$ cat config.mk
export PLATFORM = sky130hd
export DESIGN_NAME = rmii_dibit_adapter
export DESIGN_NICKNAME = d
export VERILOG_FILES = /design/src/rtl/rmii_dibit_pkg.sv /design/src/rtl/rmii_win_cnt.sv /design/src/rtl/rmii_tx_pack.sv /design/src/rtl/rmii_rx_split.sv /design/src/rtl/rmii_dibit_adapter.sv
export SDC_FILE = /design/constraint.sdc
export NUM_CORES = 1
export LEC_CHECK = 0
export CAP_MARGIN = 20
export CORE_ASPECT_RATIO = 0.8
export CORE_MARGIN = 5
export CORE_UTILIZATION = 44
export DETAILED_ROUTE_END_ITERATION = 10
export DONT_BUFFER_PORTS = 1
export PLACE_DENSITY = 0.55
export SYNTH_ARGS = -nofsm -noshare
export SYNTH_HDL_FRONTEND = slang
export SYNTH_HIERARCHICAL = 1
export SYNTH_SLANG_ARGS = --single-unit
$ cat constraint.sdc
create_clock -name clk -period 3.7 [get_ports clk]
set_clock_uncertainty 0.05 [all_clocks]
set_input_delay 0.74 -clock clk [delete_from_list [all_inputs] [get_ports clk]]
set_output_delay 0.74 -clock clk [all_outputs]
set_load 0.05 [all_outputs]
$ cat src/rtl/rmii_dibit_pkg.sv
`timescale 1ns/1ps
package rmii_dibit_pkg;

    localparam int NIB_W = 4;
    localparam int DIB_W = 2;

    typedef logic [NIB_W-1:0] nib_t;
    typedef logic [DIB_W-1:0] dib_t;

    typedef enum logic {
        SPD_FAST = 1'b0,
        SPD_SLOW = 1'b1
    } speed_e;

    // receive playout state: nibble in flight and which half is on the wire
    typedef struct packed {
        logic act;
        logic half;
        nib_t nib;
    } rx_state_t;

    function automatic dib_t dib_pick(nib_t n, logic upper);
        return upper ? n[3:2] : n[1:0];
    endfunction

    function automatic nib_t nib_join(dib_t hi, dib_t lo);
        return {hi, lo};
    endfunction

endpackage

$ cat src/rtl/rmii_win_cnt.sv
`timescale 1ns/1ps
module rmii_win_cnt #(
    parameter int REP = 10,
    localparam int CW = (REP > 1) ? $clog2(REP) : 1
) (
    input  logic          clk,
    input  logic          rst,
    input  logic          clr,
    input  logic          run,
    output logic [CW-1:0] cnt
);

    logic [CW-1:0] cnt_q;
    logic          at_end;

    assign at_end = (cnt_q == CW'(REP - 1));
    assign cnt    = cnt_q;

    always_ff @(posedge clk) begin
        if (rst || clr) begin
            cnt_q <= '0;
        end else if (run) begin
            cnt_q <= at_end ? '0 : cnt_q + CW'(1);
        end
    end

endmodule

$ cat src/rtl/rmii_tx_pack.sv
`timescale 1ns/1ps
module rmii_tx_pack
    import rmii_dibit_pkg::*;
#(
    parameter int REP       = 10,
    parameter int SAMPLE_PH = 4,
    localparam int CW = (REP > 1) ? $clog2(REP) : 1
) (
    input  logic   clk,
    input  logic   rst,
    input  speed_e speed,
    input  logic   tx_en,
    input  dib_t   txd,
    output nib_t   nib_o,
    output logic   vld_o
);

    speed_e        spd_q;
    logic          half_q;
    dib_t          lo_q;
    nib_t          nib_q;
    logic          vld_q;
    logic [CW-1:0] cnt;
    logic          strobe;

    // counter sits at 0 whenever tx_en is low, so offset 0 is the rise cycle
    rmii_win_cnt #(.REP(REP)) u_cnt (
        .clk (clk),
        .rst (rst),
        .clr (!tx_en),
        .run (tx_en),
        .cnt (cnt)
    );

    assign strobe = tx_en && ((spd_q == SPD_FAST) || (cnt == CW'(SAMPLE_PH)));

    always_ff @(posedge clk) begin
        if (rst) begin
            spd_q  <= SPD_FAST;
            half_q <= 1'b0;
            lo_q   <= '0;
            nib_q  <= '0;
            vld_q  <= 1'b0;
        end else begin
            vld_q <= 1'b0;
            if (!tx_en) begin
                spd_q  <= speed;
                half_q <= 1'b0;
            end else if (strobe) begin
                if (!half_q) begin
                    lo_q   <= txd;
                    half_q <= 1'b1;
                end else begin
                    nib_q  <= nib_join(txd, lo_q);
                    vld_q  <= 1'b1;
                    half_q <= 1'b0;
                end
            end
        end
    end

    assign nib_o = nib_q;
    assign vld_o = vld_q;

endmodule

$ cat src/rtl/rmii_rx_split.sv
`timescale 1ns/1ps
module rmii_rx_split
    import rmii_dibit_pkg::*;
#(
    parameter int REP = 10,
    localparam int CW = (REP > 1) ? $clog2(REP) : 1
) (
    input  logic   clk,
    input  logic   rst,
    input  speed_e speed,
    input  logic   src_vld,
    input  nib_t   src_nib,
    output logic   src_rdy,
    output dib_t   rxd,
    output logic   crs_dv
);

    rx_state_t     st_q;
    speed_e        spd_q;
    logic [CW-1:0] cnt;
    logic          slot_end;
    logic          last_slot;
    logic          take;

    rmii_win_cnt #(.REP(REP)) u_cnt (
        .clk (clk),
        .rst (rst),
        .clr (!st_q.act),
        .run (st_q.act && (spd_q == SPD_SLOW)),
        .cnt (cnt)
    );

    assign slot_end  = st_q.act && ((spd_q == SPD_FAST) || (cnt == CW'(REP - 1)));
    assign last_slot = slot_end && st_q.half;
    assign src_rdy   = !st_q.act || last_slot;
    assign take      = src_vld && src_rdy;

    always_ff @(posedge clk) begin
        if (rst) begin
            st_q  <= '0;
            spd_q <= SPD_FAST;
        end else begin
            if (!st_q.act) begin
                spd_q <= speed;
            end
            if (take) begin
                st_q <= '{act: 1'b1, half: 1'b0, nib: src_nib};
            end else if (last_slot) begin
                st_q <= '0;
            end else if (slot_end) begin
                st_q.half <= 1'b1;
            end
        end
    end

    assign rxd    = st_q.act ? dib_pick(st_q.nib, st_q.half) : '0;
    assign crs_dv = st_q.act;

endmodule

$ cat src/rtl/rmii_dibit_adapter.sv
`timescale 1ns/1ps
module rmii_dibit_adapter
    import rmii_dibit_pkg::*;
#(
    parameter int REP       = 10,
    parameter int SAMPLE_PH = 4
) (
    input  logic       clk,
    input  logic       rst,
    input  logic       speed_10,
    input  logic       tx_en,
    input  logic [1:0] txd,
    output logic [3:0] tx_nib,
    output logic       tx_nib_vld,
    input  logic       src_vld,
    input  logic [3:0] src_nib,
    output logic       src_rdy,
    output logic [1:0] rxd,
    output logic       crs_dv
);

    speed_e spd_sel;
    assign spd_sel = speed_e'(speed_10);

    rmii_tx_pack #(.REP(REP), .SAMPLE_PH(SAMPLE_PH)) u_tx (
        .clk   (clk),
        .rst   (rst),
        .speed (spd_sel),
        .tx_en (tx_en),
        .txd   (txd),
        .nib_o (tx_nib),
        .vld_o (tx_nib_vld)
    );

    // carrier comes from the receive path only; tx_en never feeds it
    rmii_rx_split #(.REP(REP)) u_rx (
        .clk     (clk),
        .rst     (rst),
        .speed   (spd_sel),
        .src_vld (src_vld),
        .src_nib (src_nib),
        .src_rdy (src_rdy),
        .rxd     (rxd),
        .crs_dv  (crs_dv)
    );

endmodule

==> metrics.txt <==
status=finished clean; die area=3660 µm²; Synth Flop Type=dfxtp_1; reg2reg start=u_rx/crs_dv; area grow syn2layout=8.26%; GRT Util Overall=11.8%; 1st-iter DRT viols=72; io pins=20; vias per cell=5.29; Critical Path RT=2.91 ns; Crit Path Category=reg -> out; max-slew violation count=0; Core ar.=2440 µm²; Routed WL=2.03 mm; leading area contributor after synthesis=dfxtp_1; hold_buf cts=0; M1 WL=1.13 mm; post-cts resize count=0; Die H=55.1 µm; cell depth of the worst flop-to-flop path=5; Post-synth top cells=dfxtp_1 (24), nand2_1 (11), nand2b_1 (10), mux2i_1 (9), nor2_1 (8); Max FO, Critical Path=9; final design utilization=49.7%; r2r setup slk=1.90 ns; share of the synthesized area in the top cell type=42.9%; crit start category=register; CTS clk-pin slew, worst paths=0.14 ns; top post-synthesis cells by area=dfxtp_1 (43%), mux2i_1 (8.0%), nand2b_1 (5.6%), nand2_1 (3.7%), a32o_1 (3.6%); Initial Util=45.9%; FF+latch area=480 µm²; Clock Path Buffers=2; number of synthesized flops with an enable pin=0; Final Hold Fails=0; met2 wire length=801 µm; post-synthesis cell count=117; unrepaired setup endpoints after global routing=no; fmax=385 MHz; Final HPWL DP=1.49 mm; Fillers=248; vias=825; Synth cell types=34; met3 routed WL=93 µm; max cap viols=0; Antenna Cells=0; Lkg Pwr=0.436 nW; final setup violating endpoints=0; #FFs+latches synth=24; TritonCTS Sinks=24; Crit. End Element=output pin; Detail Route Antenna Nets=0; H-Tree Level Count=1; Seq/Total Area, Yosys=42.9%; Hold WS=0.428 ns; post-CTS setup buffers=0; critical path arrival=1.81 ns; Port-buffer cells=0; Inst Count DP=152; DRC=0; PwrDens=427 nW/µm²; initial antenna violation count=0; CTS root buffer=clkbuf_4; fraction of registers with async set/reset=0%; drt pass-1 iters=4; global-route wire length before repair=3.26 mm; CTS tree=built; Cell Area, Synth=1120 µm²; largest net degree at the start of global routing=24; die width=66.4 µm; crit path to=rxd[1]; total power=0.000519 W; Multi-input gate area=594 µm²; Hold WC Path Type=in -> reg; Final Cycle Share=70.2%; Overflow after GRT=0; worst rel slew slack=49.2%; worst skew pair latency=0.31 ns; vias in the first global route=734; Synth Warn #=6; GPL Wtd Cong=0.773; Setup TNS Final=0 ns; crit path launch=u_rx/crs_dv; Syn Nets=128; fin crit period=2.60 ns; maximum VDD drop=264 µV; worst slew pin tran=0.762 ns; Critical R2R Capture=u_rx/u_cnt/cnt[1]; fin cells=156; Avg WL per Cell=13.0 µm; CTS Buf Count=3; Top Metal Used=met4; syn avg cell area=9.58 µm²; layout cell share with drive strength beyond 1=15.0%; cell with the most instances after synthesis=dfxtp_1; # nets final=132; Cell Rows=16
==> cell type report <==
cell class | instances | area share (%)
Timing Repair Buffer | 2 | 1.24
Inverter | 7 | 2.16
Multi-Input combinational cell | 83 | 49.0
Sequential cell | 24 | 39.6
Tap cell | 36 | 3.71
Clock buffer | 3 | 1.86
Clock inverter | 1 | 2.47
==> sequential cells by signal, indices dropped and copies added (netlist names) <==
register	count
u_rx/st_q	5
u_rx/u_cnt/cnt	4
u_tx/nib_o	4
u_tx/u_cnt/cnt	4
u_tx/lo_q	2
u_rx/crs_dv	1
u_rx/spd_q	1
u_tx/half_q	1
u_tx/spd_q	1
u_tx/vld_o	1
==> placed cells by master, fill, tap and decap left out, types with 3 or more instances in the layout <==
cell type  synthesis  final
mux2i_1            9      9
nor3_1             5      5
dfxtp_1           24     24
a21oi_1            5      5
nand2b_1          10     10
nor2_1             8      8
xnor2_1            4      4
clkbuf_4           0      3
inv_1              7      7
a32o_1             4      4
nand2_1           11     11
==> per-stage QoR <==
| stage | setup WS [ns] | area, µm² |
|---|---|---|
| finish | 1.10 | 1210 |
| global route | 0.975 | 1210 |
| CTS | 1.09 | 1210 |
| detailed placement | 1.45 | 1160 |
| global placement | 1.50 | 1160 |
| floorplan | 1.33 | 1120 |
==> report_power, final <==
group	internal, W	switching (W)	total [W]	leakage (nW)
combinational	0.0000207	0.0000247	0.0000454	0.212
sequential	0.000269	0.0000180	0.000287	0.196
clock	0.000109	0.0000769	0.000186	0.0279
==> logic make-up after synthesis <==
| logic type | share of synthesized area, % |
|---|---|
| AOI/OAI and AO/OA | 16.5 |
| xor gates and xnor gates | 3.12 |
| buffers and inverters | 4.13 |
| DFF | 42.9 |
| muxes | 11.4 |
| and+or+nand+nor | 22.0 |
==> per-layer routing <==
layer | up-vias | track usage, %
met4 | 0 | 2.03
li1 | 426 | -
met2 | 13 | 16.5
met3 | 2 | 5.45
met5 | - | 0
met1 | 384 | 16.8
==> critical path, cell delays in order, from the launching register on <==
cell     delay (ns)
dfxtp_1        0.84
inv_1          0.29
nor2_1         0.17
buf_4          0.21
==> worst min-delay path by stage <==
stage,start,end,slack (ns),cells past startpoint
5_1_grt,rst,u_rx/u_cnt/cnt[2],0.39,1
3_5_place_dp,u_tx/u_cnt/cnt[2],u_tx/u_cnt/cnt[3],0.43,2
4_1_cts,rst,u_tx/spd_q,0.42,1
3_3_place_gp,u_tx/u_cnt/cnt[2],u_tx/u_cnt/cnt[3],0.42,2
6_report,rst,u_tx/half_q,0.43,1
2_1_floorplan,u_tx/u_cnt/cnt[2],u_tx/u_cnt/cnt[3],0.40,2
Power figures use the tool's default switching activity.
